`config.mk`:
```
export PLATFORM = sky130hd
export DESIGN_NAME = rxb_irq_ctrl
export DESIGN_NICKNAME = d
export VERILOG_FILES = /design/src/rtl/rxb_pkg.sv /design/src/rtl/rxb_cfg_decode.sv /design/src/rtl/rxb_store.sv /design/src/rtl/rxb_irq_eval.sv /design/src/rtl/rxb_irq_ctrl.sv
export SDC_FILE = /design/constraint.sdc
export NUM_CORES = 1
export LEC_CHECK = 0
export BUFFER_PORTS_ARGS = -buffer_cell sky130_fd_sc_hd__buf_4
export CORE_MARGIN = 2
export CORE_UTILIZATION = 30
export DETAILED_ROUTE_END_ITERATION = 8
export PLACE_DENSITY = 0.57
export SYNTH_ARGS = -nofsm -noshare
export SYNTH_HDL_FRONTEND = slang
export SYNTH_SLANG_ARGS = --single-unit
```
`constraint.sdc`:
```
create_clock -name clk -period 5.1 [get_ports clk]
set_input_delay 0.765 -clock clk [delete_from_list [all_inputs] [get_ports clk]]
set_output_delay 0.765 -clock clk [all_outputs]
set_load 0.01 [all_outputs]
```
`src/rtl/rxb_pkg.sv`:
```
`timescale 1ns/1ps
package rxb_pkg;

    typedef enum logic [1:0] {
        BUF_SINGLE = 2'd0,
        BUF_DOUBLE = 2'd1,
        BUF_FIFO   = 2'd2
    } buf_mode_e;

    typedef enum logic [1:0] {
        ST_EMPTY   = 2'd0,
        ST_PARTIAL = 2'd1,
        ST_FULL    = 2'd2,
        ST_HELD    = 2'd3
    } occ_state_e;

endpackage

```
`src/rtl/rxb_cfg_decode.sv`:
```
`timescale 1ns/1ps
module rxb_cfg_decode
    import rxb_pkg::*;
#(
    parameter int DEPTH = 4,
    parameter int TH_W  = 2,
    parameter int LVL_W = 3
) (
    input  logic             cfg_uart,
    input  logic             cfg_dbl,
    input  logic             cfg_fifo_en,
    input  logic [TH_W-1:0]  cfg_thresh,
    output buf_mode_e        mode,
    output logic [LVL_W-1:0] capacity,
    output logic             hold_ok,
    output logic [LVL_W-1:0] thr_eff
);

    // the FIFO enable wins; asynchronous mode never runs single
    always_comb begin
        if (cfg_fifo_en)
            mode = BUF_FIFO;
        else if (cfg_dbl || cfg_uart)
            mode = BUF_DOUBLE;
        else
            mode = BUF_SINGLE;
    end

    assign capacity = (mode == BUF_FIFO) ? LVL_W'(DEPTH) : LVL_W'(1);
    assign hold_ok  = (mode != BUF_SINGLE);

    // zero (or anything past the depth) means the full depth
    always_comb begin
        if ((cfg_thresh == '0) || (LVL_W'(cfg_thresh) > LVL_W'(DEPTH)))
            thr_eff = LVL_W'(DEPTH);
        else
            thr_eff = LVL_W'(cfg_thresh);
    end

endmodule

```
`src/rtl/rxb_store.sv`:
```
`timescale 1ns/1ps
module rxb_store #(
    parameter int DATA_W = 8,
    parameter int DEPTH  = 4
) (
    input  logic              clk,
    input  logic              rst_n,
    input  logic              push,
    input  logic              pop,
    input  logic [DATA_W-1:0] wdata,
    output logic [DATA_W-1:0] head
);

    localparam int PTR_W = (DEPTH > 1) ? $clog2(DEPTH) : 1;

    logic [PTR_W-1:0]  wr_ptr_q;
    logic [PTR_W-1:0]  rd_ptr_q;
    logic [DATA_W-1:0] slot_q [DEPTH];

    function automatic logic [PTR_W-1:0] bump(input logic [PTR_W-1:0] p);
        return (p == PTR_W'(DEPTH - 1)) ? '0 : p + PTR_W'(1);
    endfunction

    always_ff @(posedge clk or negedge rst_n) begin
        if (!rst_n) begin
            wr_ptr_q <= '0;
            rd_ptr_q <= '0;
        end else begin
            if (push) wr_ptr_q <= bump(wr_ptr_q);
            if (pop)  rd_ptr_q <= bump(rd_ptr_q);
        end
    end

    for (genvar i = 0; i < DEPTH; i++) begin : g_slot
        always_ff @(posedge clk or negedge rst_n) begin
            if (!rst_n)
                slot_q[i] <= '0;
            else if (push && (wr_ptr_q == PTR_W'(i)))
                slot_q[i] <= wdata;
        end
    end

    assign head = slot_q[rd_ptr_q];

endmodule

```
`src/rtl/rxb_irq_eval.sv`:
```
`timescale 1ns/1ps
module rxb_irq_eval
    import rxb_pkg::*;
#(
    parameter int LVL_W = 3
) (
    input  logic             clk,
    input  logic             rst_n,
    input  buf_mode_e        mode,
    input  logic             push,
    input  logic             pop,
    input  logic [LVL_W-1:0] lvl_next,
    input  logic [LVL_W-1:0] thr_eff,
    input  logic             cmp_ge,
    output logic             irq
);

    logic hit;
    logic fire;

    // equal or at-or-above, chosen by the compare bit
    assign hit = cmp_ge ? (lvl_next >= thr_eff) : (lvl_next == thr_eff);

    // FIFO looks at both events; the others fire on every store
    always_comb begin
        unique case (mode)
            BUF_FIFO:   fire = (push || pop) && hit;
            BUF_SINGLE,
            BUF_DOUBLE: fire = push;
            default:    fire = 1'b0;
        endcase
    end

    always_ff @(posedge clk or negedge rst_n) begin
        if (!rst_n) irq <= 1'b0;
        else        irq <= fire;
    end

endmodule

```
`src/rtl/rxb_irq_ctrl.sv`:
```
`timescale 1ns/1ps
module rxb_irq_ctrl
    import rxb_pkg::*;
#(
    parameter  int DATA_W = 8,
    parameter  int DEPTH  = 4,
    localparam int TH_W   = (DEPTH > 1) ? $clog2(DEPTH) : 1,
    localparam int LVL_W  = $clog2(DEPTH + 1)
) (
    input  logic              clk,
    input  logic              rst_n,
    input  logic              frame_done,
    input  logic [DATA_W-1:0] frame_data,
    input  logic              cfg_uart,
    input  logic              cfg_dbl,
    input  logic              cfg_fifo_en,
    input  logic [TH_W-1:0]   cfg_thresh,
    input  logic              cfg_ge,
    input  logic              rd_en,
    output logic [DATA_W-1:0] rd_data,
    output logic [LVL_W-1:0]  fill_level,
    output logic              overrun,
    output logic              rx_irq
);

    buf_mode_e         mode;
    logic [LVL_W-1:0]  capacity;
    logic              hold_ok;
    logic [LVL_W-1:0]  thr_eff;

    occ_state_e        state_q, state_d;
    logic [LVL_W-1:0]  level_q, lvl_next;
    logic [DATA_W-1:0] hold_q;
    logic [DATA_W-1:0] rd_q;
    logic              ovr_q;

    logic              push, pop, from_hold;
    logic              hold_load, hold_clr, ovr_set;
    logic              held_next;
    logic [DATA_W-1:0] wdata, head;

    rxb_cfg_decode #(
        .DEPTH (DEPTH),
        .TH_W  (TH_W),
        .LVL_W (LVL_W)
    ) u_cfg (
        .cfg_uart    (cfg_uart),
        .cfg_dbl     (cfg_dbl),
        .cfg_fifo_en (cfg_fifo_en),
        .cfg_thresh  (cfg_thresh),
        .mode        (mode),
        .capacity    (capacity),
        .hold_ok     (hold_ok),
        .thr_eff     (thr_eff)
    );

    // Transition and datapath control
    always_comb begin
        push      = 1'b0;
        pop       = 1'b0;
        from_hold = 1'b0;
        hold_load = 1'b0;
        hold_clr  = 1'b0;
        ovr_set   = 1'b0;
        unique case (state_q)
            ST_EMPTY: begin
                push = frame_done;                  // store
            end
            ST_PARTIAL: begin
                pop  = rd_en;                       // drain
                push = frame_done;                  // store
            end
            ST_FULL: begin
                pop = rd_en;
                if (frame_done) begin
                    if (rd_en)        push      = 1'b1;
                    else if (hold_ok) hold_load = 1'b1;   // park
                    else              ovr_set   = 1'b1;
                end
            end
            ST_HELD: begin
                if (rd_en) begin                    // refill
                    pop       = 1'b1;
                    push      = 1'b1;
                    from_hold = 1'b1;
                    if (frame_done) hold_load = 1'b1;
                    else            hold_clr  = 1'b1;
                end else if (frame_done) begin
                    ovr_set = 1'b1;                 // overrun
                end
            end
            default: ;
        endcase

        lvl_next  = level_q + LVL_W'(push) - LVL_W'(pop);
        held_next = hold_load || ((state_q == ST_HELD) && !hold_clr);

        if (held_next)                state_d = ST_HELD;
        else if (lvl_next == '0)      state_d = ST_EMPTY;
        else if (lvl_next == capacity) state_d = ST_FULL;
        else                          state_d = ST_PARTIAL;
    end

    assign wdata = from_hold ? hold_q : frame_data;

    // State register
    always_ff @(posedge clk or negedge rst_n) begin
        if (!rst_n) begin
            state_q <= ST_EMPTY;
            level_q <= '0;
        end else begin
            state_q <= state_d;
            level_q <= lvl_next;
        end
    end

    // Output and data registers
    always_ff @(posedge clk or negedge rst_n) begin
        if (!rst_n) begin
            hold_q <= '0;
            rd_q   <= '0;
            ovr_q  <= 1'b0;
        end else begin
            if (hold_load) hold_q <= frame_data;
            if (pop)       rd_q   <= head;
            if (ovr_set)   ovr_q  <= 1'b1;
        end
    end

    rxb_store #(
        .DATA_W (DATA_W),
        .DEPTH  (DEPTH)
    ) u_store (
        .clk   (clk),
        .rst_n (rst_n),
        .push  (push),
        .pop   (pop),
        .wdata (wdata),
        .head  (head)
    );

    rxb_irq_eval #(
        .LVL_W (LVL_W)
    ) u_irq (
        .clk      (clk),
        .rst_n    (rst_n),
        .mode     (mode),
        .push     (push),
        .pop      (pop),
        .lvl_next (lvl_next),
        .thr_eff  (thr_eff),
        .cmp_ge   (cfg_ge),
        .irq      (rx_irq)
    );

    assign rd_data    = rd_q;
    assign fill_level = level_q;
    assign overrun    = ovr_q;

endmodule

```
==> results of run 1 <==
## kinds of logic after synthesis
family,Yosys count
AOI/OAI and AO/OA,13
xor gates and xnor gates,1
adders and majority gates,12
buffers and inverters,15
DFF,59
muxes,67
and+or+nand+nor,21
## cell type report
class	instances	area, um2	share of cell area (%)
clock inverters	5	77.6	2.26
well taps	129	161	4.71
clock buffers	11	131	3.83
repair buffers	32	240	7.01
flip-flops and latches	59	1480	43.1
multi-input cells	114	1310	38.1
inverters	9	33.8	0.986
## metrics by stage
stage	total power, mW	utilization, %
floorplan	1.56	-
global placement	1.80	34.8
detailed placement	1.83	34.8
CTS	2.29	37.1
global route	2.44	37.1
finish	2.26	37.1
## power groups by stage
| stage | Clock (mW) | Sequential, mW | Combinational [mW] |
|---|---|---|---|
| after global routing | 0.492 | 0.910 | 1.04 |
| final | 0.453 | 0.870 | 0.931 |
| after CTS | 0.466 | 0.876 | 0.950 |
| after detailed placement | 0 | 0.883 | 0.947 |
| after global placement | 0 | 0.875 | 0.926 |
| after floorplan | 0 | 0.830 | 0.731 |
## flip-flops by register name (all words and copies together) (netlist names)
register,cells
fill_level,3
hold_q,8
overrun,1
rd_data,8
state_q,2
u_irq.irq,1
u_store.rd_ptr_q,2
u_store.slot_q,32
u_store.wr_ptr_q,2
## final timing paths
kind / slack (ns) / endpoint / from / depth (start not counted)
min: 0.48 / overrun / overrun / 1
max reg2reg: 2.06 / u_irq.irq / state_q[0] / 12
min in group asynchronous: 0.50 / u_store.slot_q[30] / rst_n / 1
max in group asynchronous: 4.08 / rd_data[6] / rst_n / 1
min reg2reg: 0.48 / overrun / overrun / 1
max: 2.04 / u_irq.irq / frame_done / 13
## critical path: cells and delay by family
kind	cells	cell delay (ns)
buffers and inverters	4	0.39
AND/OR/NAND/NOR	1	0.14
AO/OA/AOI/OAI	4	0.89
adder cells (fa/ha/maj)	4	1.08
## metal layers
layer | GRT usage (%) | share of wire, % | vias to the layer above
met5 | 0 | 0 | -
met4 | 3.33 | 0.82 | 0
met3 | 4.00 | 3.9 | 6
met2 | 16.6 | 46 | 27
met1 | 17.0 | 50 | 817
li1 | - | - | 763
## placed cells by master (no fill, tap or decap)
master and n:
mux4_2 8, a22o_1 1, or2_2 1, mux2_2 59
xor3_1 1, a21oi_2 1, fa_1 1, o22a_1 1
nand3_1 2, nor3_1 2, o32ai_4 1, inv_1 9
a31oi_1 1, nand2_1 3, o31ai_1 1, clkinvlp_4 1
nand3b_1 1, a21o_1 1, o21ai_0 3, buf_4 32
o21ai_1 1, o31a_1 1, o21bai_1 1, nor2b_1 2
nor3b_4 4, bufinv_16 2, or4_1 1, clkbuf_8 9
nand2b_1 2, nor2_1 2, clkinv_2 2, nand4b_1 1
dfrtp_1 59, ha_1 11, clkbuf_1 2
==> impl_metrics.yaml, run 1 <==
cts:
  h-tree-depth: 3
  ctsResizeCount: 0
  cts_tree: "yes"
  cts_setup_buffers: 0
  clock_path_buffers: 2
  clkTransAtPathRegs_ns: 0.07
  clkLatencyLatePin_ns: 0.33
  cts-root-buf: "clkbuf_8"
  cts_hold_buf: 0
  cts_made_buffers: 9
  cts.sinks: 59
die:
  core-area_um2: 9240
  fp.dieW_um: 102
  pin_count: 31
  fp.dieH_um: 102
  initial_utilization_pct: 30.9
  die-area_um2: 10300
  row_count: 35
logic_synthesis:
  netlist_instances: 188
  synthAdderAreaFrac_pct: 5.52
  synth_top_family_by_area: "multiplexers"
  synth-seq-area-share_pct: 51.7
  syn_avg_cell_area_um2: 15.2
  muxShareOfSynthArea_pct: 29.6
  async_reset_ff_share_pct: 100
  synth_top_area_share_pct: 51.7
  synth_flop_cell: "dfrtp_1"
  synth_edf_count: 0
  synth_area_leader_cell: "dfrtp_1"
  yosysWarnings: 0
  netlist_area_um2: 2860
  ys_top_cells_by_area: "dfrtp_1 52%, mux2_2 23%, mux4_2 6.3%"
  synth_nets: 218
  synth-simple-area-share_pct: 5.92
  ys_seq_elements: 59
  post_synth_num_cell_types: 33
  synth_compound_area_share_pct: 3.90
  synth_commonest_cells: "59 x dfrtp_1, 59 x mux2_2, 11 x ha_1"
  yosys.area_share.xor_xnor_pct: 0.833
critical_path:
  cp-end-kind: "flip-flop"
  cp_data_arrival_time_ns: 3.28
  max_stage_delay_ns: 0.45
  cp_cell_sequence: "buf_4 > a21oi_2 > nor2_1 > inv_1 > ha_1 > ha_1 > inv_1 > fa_1 > inv_1 > ha_1 > a22o_1 > a31oi_1 > o31ai_1"
  cpMaxStageDelayCell: "a21oi_2"
  critical_path.max_fanout: 7
  path_class: "in2reg"
  worstSetupStartpointType: "input port"
  critPathRequiredTime_ns: 5.32
timing:
  grt_setup_unrepaired: "no"
  finalHoldViolations: 0
  whs_ns: 0.484
  period_needed_ns: 3.06
  fin_ws_ns: 2.04
  setup_viol: 0
  slew-limit-headroom_pct: 48.9
  tightest_slew_ns: 0.766
  slew_viol_final: 0
  fin_crit_sh_pct: 60.1
  fin_setup_tns_ns: 0
  fmax_mhz: 326
  fin_skew_ns: 0.0111
global_routing:
  grt_usage_pct: 11.7
  grt_overflow_total: 0
  grt_max_degree: 60
  grt_antenna_before_repair: 0
  grt_pass1_wl_um: 9050
  grt_pass1_vias: 1706
power:
  p_clk_share_pct: 20.1
  powerDensity_nw_per_um2: 658
  p_leak_nw: 1.47
  p_seq_share_pct: 38.6
  peakVddDrop_mv: 0.188
  p_switching_uw: 703
  p_int_mw: 1.55
  p_comb_share_pct: 41.3
  switching_share_pct: 31.2
place:
  placed_area_um2: 3220
  portBuffers: 30
  gp_congestion: 0.735
  hpwl_um: 3540
  dp.cells: 343
  pre_cts_ws_ns: 1.67
routing:
  via_count: 1613
  wire_per_inst_um: 14.9
  drtAntennaViolNets: 0
  wl_um: 5370
  drt_iter0_drc: 65
  drtPass1Iterations: 4
  via_per_inst: 4.49
  drc: 0
run_status:
  status: "finished, final reports clean"
job:
  drv_cap: 0
cells_and_area:
  fill_cells: 904
  nets: 255
  stdcell_area_um2: 3430
  antenna_cells: 0
  stdcell_count: 359
  area_growth_pct: 20.0
  drive_gt1_share_pct: 52.2
hold_path:
  worst_hold_path_type: "reg2reg"
Power figures use the tool's default switching activity.
==> inputs of run 2 (changes only) <==
Settings changed: ABC_AREA set to 1.
Clock period 5.1 ns to 2.9 ns, I/O delays scaled along.
==> run 2 against run 1 <==
  * Sequential share of layout area is 1.2 points lower
  * Setup slack worse by 1.8 ns
  * Via count is 50% higher
  * Synthesized area is 5.7% higher
  * Clock power is 46% higher
  * Wire length is 21% higher
  * Count of clock-buffer cells in the layout is 3 higher
  * Total power is 73% higher
==> impl_metrics.yaml, run 2 <==
run_status:
  status: "finished, final reports clean"
power:
  totalPowerFinal_mw: 3.90
  peakVddDrop_mv: 0.440
  p_switching_mw: 1.64
  powerDensity_nw_per_um2: 1110
  p_clk_share_pct: 17.0
  p_leak_nw: 1.76
  p_seq_share_pct: 37.1
  p_int_mw: 2.26
  switching_share_pct: 42.1
  p_comb_share_pct: 45.9
critical_path:
  path_class: "reg2reg"
  cp_data_arrival_time_ns: 2.86
  cp_cell_sequence: "nor2_1 > nor2_2 > clkinv_1 > ha_1 > ha_1 > inv_1 > fa_1 > nand3_1 > nand2_1 > ha_4 > a21oi_1 > o21ai_1 > nand2_1 > nand2_1 > nand2_1 > nand2_1"
  cp_top_family: "adder cells"
  critical_path.max_fanout: 5
  worstSetupStartpointType: "flip-flop"
  cpMaxStageDelayCell: "dfrtp_1"
  max_stage_delay_ns: 0.43
  cp-end-kind: "flip-flop"
  rrSetupSlack_ns: 0.27
  crit_buf_inv: 2
  critPathMostFrequentCell: "nand2_1"
  critPathRequiredTime_ns: 3.13
cells_and_area:
  final_cell_mix: "118 x nand2_1, 58 x o21ai_0, 58 x dfrtp_1"
  fill_cells: 1002
  area_growth_pct: 16.9
  stdcell_count: 532
  nets: 424
  stdcell_area_um2: 3530
  drive_gt1_share_pct: 17.0
  final_common_cell: "nand2_1"
  largest_reg_flops: 32
  antenna_cells: 0
  final_util_pct: 36.1
  regMostFlops: "u_store.slot_q"
job:
  drv_cap: 0
cts:
  cts-root-buf: "clkbuf_8"
  cts_setup_buffers: 0
  cts_hold_buf: 0
  cts_tree: "yes"
  h-tree-depth: 3
  clkLatencyLatePin_ns: 0.33
  clock_path_buffers: 2
  clkTransAtPathRegs_ns: 0.07
  cts.sinks: 59
  cts_made_buffers: 9
logic_synthesis:
  post_synth_num_cell_types: 29
  ys_top_cells_by_area: "dfrtp_1 49%, nand2_1 15%, o21ai_0 9.8%"
  synth_edf_count: 0
  netlist_instances: 362
  netlist_area_um2: 3020
  syn_avg_cell_area_um2: 8.33
  synth_area_leader_cell: "dfrtp_1"
  yosysMostFrequentCell: "nand2_1"
  synth_flop_cell: "dfrtp_1"
  synth_nets: 392
  synth-seq-area-share_pct: 48.9
  synth_top_area_share_pct: 48.9
  synth_commonest_cells: "118 x nand2_1, 59 x dfrtp_1, 59 x o21ai_0"
  yosysWarnings: 0
  async_reset_ff_share_pct: 100
  ys_seq_elements: 59
routing:
  via_count: 2413
  drc: 0
  via_per_inst: 4.54
  wire_per_inst_um: 12.2
  drtPass1Iterations: 4
  drt_iter0_drc: 96
  drtAntennaViolNets: 0
  wl_um: 6480
die:
  core-area_um2: 9770
  initial_utilization_pct: 30.9
  fp.dieH_um: 104
  row_count: 36
  die-area_um2: 10900
  pin_count: 31
  fp.dieW_um: 104
global_routing:
  grt_pass1_wl_um: 11500
  grt_pass1_vias: 2481
  grt_antenna_before_repair: 0
  grt_overflow_total: 0
  grt_max_degree: 60
  grt_usage_pct: 13.2
place:
  gp_congestion: 0.794
  pre_cts_ws_ns: 0.0843
  dp.cells: 516
  portBuffers: 30
  hpwl_um: 4450
  placed_area_um2: 3340
timing:
  fin_skew_ns: 0.00490
  whs_ns: 0.186
  tightest_slew_ns: 0.754
  grt_setup_unrepaired: "no"
  slew_viol_final: 0
  period_needed_ns: 2.63
  fin_ws_ns: 0.265
  fin_setup_tns_ns: 0
  slew-limit-headroom_pct: 49.7
  fmax_mhz: 380
  setup_viol: 0
  finalHoldViolations: 0
  fin_crit_sh_pct: 90.8
hold_path:
  worst_hold_path_type: "in2async"
[run 2: worst paths after layout]
path / startpoint / endpoint / cells after the start
setup / recovery: state_q[0] / u_irq.irq / 16
hold / removal: rst_n / u_store.slot_q[0] / 1
setup reg to reg: state_q[0] / u_irq.irq / 16
hold reg to reg: overrun / overrun / 1
max in group asynchronous: rst_n / state_q[1] / 1
min in group clk: frame_data[5] / hold_q[5] / 3
[run 2: what timing repair did]
action	in CTS	in global routing
setup endpoints to repair	0	1
hold endpoints to repair	0	0
resized for setup	0	4
[run 2: cell families after synthesis]
family	count (synthesis)	synth area share, %
DFF	59	48.9
buffers and inverters	49	7.80
and+or+nand+nor	153	22.6
adders and majority gates	12	5.23
AOI/OAI and AO/OA	89	15.4
[run 2: layout make-up]
type / instances / area [um2] / share of cell area [%]
timing repair buffer: 34 / 255 / 7.24
clock buffer: 14 / 163 / 4.61
tap: 133 / 166 / 4.72
sequential: 59 / 1480 / 41.9
clock inverter: 2 / 10.0 / 0.284
inverter: 36 / 135 / 3.83
multi-input combinational: 254 / 1320 / 37.4
[run 2: routing by layer]
| metal | global-route usage [%] | wire length (um) | up-vias | part of all wire (%) |
|---|---|---|---|---|
| met5 | 0 | 0 | - | 0 |
| met2 | 21.5 | 3130 | 48 | 48 |
| met3 | 2.51 | 222 | 17 | 3.4 |
| met4 | 7.72 | 191 | 0 | 2.9 |
| met1 | 16.1 | 2940 | 1125 | 45 |
| li1 | - | - | 1223 | - |
[run 2: power by group through the flow]
stage                     combinational, mW  clock [mW]  sequential [mW]
after global routing                   2.11       0.724             1.50
after global placement                 1.76           0             1.45
after floorplan                        1.33           0             1.42
final                                  1.79       0.663             1.45
after detailed placement               1.78           0             1.46
after CTS                              1.78       0.692             1.45
